**src/rtl/spi_chan_seq.sv**
```systemverilog
module spi_chan_seq #(
  parameter int THR_W  = 6,
  parameter int FILL_W = 7
) (
  input  logic              clk,
  input  logic              rst_n,
  input  logic              cfg_we,
  input  logic [29:0]       cfg_wdata,
  output logic [29:0]       cfg_q,
  input  logic              en_we,
  input  logic              en_wdata,
  input  logic              lvl_we,
  input  logic [THR_W-1:0]  lvl_ae,
  input  logic [THR_W-1:0]  lvl_af,
  input  logic [15:0]       lvl_cnt,
  input  logic              tx_we,
  input  logic [31:0]       tx_wdata,
  input  logic              rx_re,
  output logic [31:0]       rx_data,
  output logic [31:0]       tx_hold_q,
  input  logic [FILL_W-1:0] tx_fill,
  input  logic [FILL_W-1:0] rx_fill,
  input  logic              miso,
  output logic              mosi,
  output logic              busy,
  output logic [2:0]        status,
  output logic              tx_dreq,
  output logic              rx_dreq,
  output logic [15:0]       wcnt_q,
  output logic              eow
);
  localparam logic [29:0] CFG_RST = 30'h0060000;
  localparam logic [1:0]  M_RXO = 2'd1;
  localparam logic [1:0]  M_TXO = 2'd2;

  logic              en, rxf, txe, eot;
  logic [THR_W-1:0]  ae_thr, af_thr;
  logic [15:0]       wtot;
  logic [31:0]       sh;
  logic [30:0]       rsh;
  logic [4:0]        cnt;

  wire [1:0] mode  = cfg_q[13:12];
  wire       turbo = cfg_q[19];
  wire       fifo  = cfg_q[27] | cfg_q[28];
  wire [5:0] wl    = {1'b0, cfg_q[11:7]} + 6'd1;
  wire [5:0] sft   = 6'd32 - wl;
  wire       done  = busy && (cnt == 5'd0);

  wire rx_stall = rxf && (mode != M_TXO) && !turbo;
  wire tx_stall = txe && (mode != M_RXO);
  wire start    = en && !busy && !rx_stall && !tx_stall;

  assign status = {eot, txe, rxf};
  assign mosi   = busy & sh[31];

  assign tx_dreq = en && cfg_q[14] && txe && (mode != M_RXO) &&
                   (!cfg_q[27] || tx_fill <= FILL_W'(ae_thr));
  assign rx_dreq = en && cfg_q[15] && rxf && (mode != M_TXO) &&
                   (!cfg_q[28] || rx_fill >= FILL_W'(af_thr));

  always_ff @(posedge clk) begin
    if (!rst_n) begin
      cfg_q     <= CFG_RST;
      en        <= 1'b0;
      rxf       <= 1'b0;
      txe       <= 1'b1;
      eot       <= 1'b0;
      busy      <= 1'b0;
      sh        <= '0;
      rsh       <= '0;
      cnt       <= '0;
      rx_data   <= '0;
      tx_hold_q <= '0;
      ae_thr    <= '0;
      af_thr    <= '0;
      wcnt_q    <= '0;
      wtot      <= '0;
      eow       <= 1'b0;
    end else begin
      eow <= 1'b0;
      if (cfg_we) cfg_q <= cfg_wdata;
      if (en_we)  en    <= en_wdata;

      if (start) begin
        busy <= 1'b1;
        sh   <= tx_hold_q << sft;
        cnt  <= cfg_q[11:7];
      end

      if (busy) begin
        rsh <= {rsh[29:0], miso};
        sh  <= sh << 1;
        cnt <= cnt - 5'd1;
      end

      if (done) begin
        busy      <= 1'b0;
        rx_data   <= {rsh, miso} & (32'hFFFF_FFFF >> sft);
        eot       <= 1'b1;
        txe       <= 1'b1;
        rxf       <= (mode != M_TXO);
        tx_hold_q <= '0;
        if (fifo) begin
          wcnt_q <= wcnt_q - 16'd1;
          eow    <= (wcnt_q == 16'd1) && (wtot != 16'd0);
        end
      end

      if (tx_we) begin
        tx_hold_q <= tx_wdata;
        eot       <= 1'b0;
        txe       <= 1'b0;
      end

      if (rx_re) rxf <= 1'b0;

      if (lvl_we) begin
        ae_thr <= lvl_ae;
        af_thr <= lvl_af;
        wcnt_q <= lvl_cnt;
        wtot   <= lvl_cnt;
        eow    <= 1'b0;
      end
    end
  end
endmodule

```
**config.mk**
```make
export PLATFORM = sky130hd
export DESIGN_NAME = spi_chan_seq
export DESIGN_NICKNAME = d
export VERILOG_FILES = /design/src/rtl/spi_chan_seq.sv
export SDC_FILE = /design/constraint.sdc
export NUM_CORES = 1
export LEC_CHECK = 0
export BUFFER_PORTS_ARGS = -buffer_cell sky130_fd_sc_hd__buf_4
export CORE_MARGIN = 1.5
export CORE_UTILIZATION = 49
export CTS_CLUSTER_DIAMETER = 40
export DETAILED_ROUTE_END_ITERATION = 8
export GPL_TIMING_DRIVEN = 1
export PLACE_DENSITY = 0.77
export SLEW_MARGIN = 30
export SYNTH_ARGS = -nofsm -noshare
export SYNTH_HDL_FRONTEND = slang
export SYNTH_SLANG_ARGS = --single-unit
```
**constraint.sdc**
```tcl
create_clock -name clk -period 2.05 [get_ports clk]
set_clock_uncertainty 0.1 [all_clocks]
set_input_delay 0.205 -clock clk [delete_from_list [all_inputs] [get_ports clk]]
set_output_delay 0.205 -clock clk [all_outputs]
set_load 0.005 [all_outputs]
```
==> results.tsv <==
metric	value	unit
status	finished with violations	
failing checks	setup timing	
Root Driver	clkbuf_16	
Worst EP arrival	2050	ps
final worst-path setup slack	-307.5	ps
design area	0.01477	sq mm
Lkg Pwr	6.152	nW
Slew Limit Fails	0	
Max Clock Freq	0.4242	GHz
WL/cell	19.34	um
CTS tree	yes	
Slew headroom	52.77	%
switching pwr	3.041	mW
Vias/cell	5.785	
Post-synth EDFFs	0	
startpoint types	flop	
predominant post-synthesis flop cell	dfxtp_1	
gr usage total	29.70	%
TNS Setup	-515.5	ps
die height	145.8	um
Int Power	8.108	mW
Core ar.	0.02010	sq mm
Slew @ Worst Pin	704.0	ps
Clock Latency Late Sink	540	ps
CTS clk-pin slew, worst paths	60	ps
Final Setup Violations	5	
fin crit share	115.0	%
number of fill cells	1378	
Crit Path Category	reg -> out	
Synth cell types	65	
slowest CP cell	dfxtp_2	
Area contributors post-synth	dfxtp_1, mux2i_1, nor2_1, a22o_1, a21oi_1	
final std cells w/o fill	1737	
global-route wire length before repair	51.56	mm
CP Cell Sequence	ha_4 > nand2b_4 > a21o_1 > a21oi_2 > nor2b_1 > o21ai_1 > a21oi_1 > buf_4	
DP Wirelength	20.68	mm
Syn. warnings	0	
register share of total power	39.7	%
WP buf/inv	1	
CP Capture Type	primary output	
Die Width	145.8	um
CTS Buffer Depth	3	
DRC	0	
Min Hold Slack	136.1	ps
Post-Syn Instances	1074	
grt ovf	0	
Comb pwr share	16.6	%
CP required	1750	ps
CTS Buf Count	30	
Yosys reg bits	212	
pwr/cell area	754.7	mW/mm^2
Sink Count	212	
register area share after synthesis	42.50	%
Ant. Diodes	0	
drt total wl	33.59	mm
Post-Syn Area	0.009987	sq mm
crit path max fanout	2	
RSZ-0062 raised after global routing	true	
H-tree levels	1	
area share of the largest cell type after synthesis	42.50	%
largest net degree at the start of global routing	73	
RD Place Congestion	0.9617	
Initial Util	49.68	%
Final ANT Viol Nets	0	
slowest stage delay, CP	350	ps
row cnt	52	
fin crit period	2357	ps
die area	0.02125	sq mm
Nets	1572	
port bufs	230	
Mean Syn Cell Area	9.299	sq um
switch share	27.27	%
cell family with most CP delay	compound AO/OA/AOI/OAI gates	
worst vdd ir	0.0005799	V
most frequent cells after synthesis	dfxtp_1, nor2_1, mux2i_1, nand2_1, a21oi_1	
DR vias	10050	
Max-Cap Viols	0	
DP Cell Count	1562	
DRT Pass-1 Iters	5	
vias in the first global route	9790	
Final Hold Vio Count	0	
DP Area	0.01229	sq mm
layout cell share with drive strength beyond 1	33.06	%
initial DRC count	730	
num ports	231	
ys async rst share	0	%
synth-to-layout area growth	47.92	%
clock share of power	43.7	%
most frequent cell after synthesis	dfxtp_1	
Yosys top cell by area	dfxtp_1	
initial antenna violation count	0	
worst hold path class	in -> reg	
syn_nets	1202	
## layer usage
layer / vias to the layer above / share of wire, % / track usage, %
met2: 571 / 47 / 49.33
met5: - / 0 / 0
met1: 4742 / 41 / 38.83
met4: 0 / 3.7 / 11.12
li1: 4627 / - / -
met3: 109 / 8.4 / 4.953
## power by group through the flow
stage	combinational (mW)	clock (mW)	sequential [mW]
detailed placement	1.47	0	4.50
floorplan	0.825	0	4.47
global route	1.96	5.11	4.45
CTS	1.66	4.92	4.42
global placement	1.45	0	4.49
finish	1.85	4.87	4.43
## cell families (layout without fill, tap and decap cells)
group                      count (synthesis)  after routing  synth area share (%)
buffers and inverters                    110            503                 4.886
xor gates and xnor gates                  15             15                 1.315
muxes                                    150            150                 17.05
AOI/OAI and AO/OA                        256            256                 17.88
DFF                                      212            212                 42.50
and+or+nand+nor                          316            316                 14.50
adders and majority gates                 15             15                 1.879
## stage by stage
step           worst slack [ps]  utilization [%]  power (mW)
6_report                 -307.5            73.48       11.15
5_1_grt                  -346.5            73.48       11.52
4_1_cts                  -192.5            71.30       10.99
3_5_place_dp             -96.62            61.15       5.974
3_3_place_gp             -44.52            61.15       5.942
2_1_floorplan             27.41                -       5.297
## area by class of cell
type | count | area, sq um | share of cell area [%]
Timing Repair Buffer | 423 | 3563 | 24.12
Sequential cell | 212 | 4264 | 28.86
Multi-Input combinational cell | 752 | 5544 | 37.53
Clock inverter | 18 | 145.1 | 0.9825
Clock buffer | 37 | 818.3 | 5.539
Inverter | 25 | 100.1 | 0.6776
Tap cell | 270 | 337.8 | 2.287
## tightest hold or removal path, delay by kind of cell
family / cells / cell delay, ps
muxes: 1 / 180
buffers and inverters: 1 / 280
and+or+nand+nor: 1 / 70
## state kept, by name, indices dropped and copies added (netlist names), 16 cells and up
register,cells
cfg_q,30
sh,32
tx_hold_q,32
rsh,31
wtot,16
wcnt_q,16
rx_data,32
## placed cells by master (no fill, tap or decap), types with 29 or more instances in the layout
master	n
nor2_1	143
clkbuf_16	32
a22o_1	37
dlygate4sd3_1	99
o21ai_0	29
mux2i_1	102
dfxtp_1	202
buf_4	310
nand2_1	82
a21oi_1	60
## worst paths after layout
path / startpoint / endpoint / slack, ps / depth (start not counted)
max: af_thr[0] / rx_dreq / -310 / 8
min reg2reg: rx_data[17] / rx_data[17] / 350 / 2
min: cfg_we / cfg_q[19] / 140 / 3
max reg2reg: cfg_q[9] / sh[26] / -20 / 6
## what timing repair did
action | CTS | global route
hold buffers | 99 | 0
pin swaps | 11 | 23
buffers inserted | 3 | 18
setup endpoints to repair | 13 | 38
hold endpoints to repair | 116 | 0
gates cloned | 0 | 1
gates resized for setup | 20 | 69
Power figures use the tool's default switching activity.
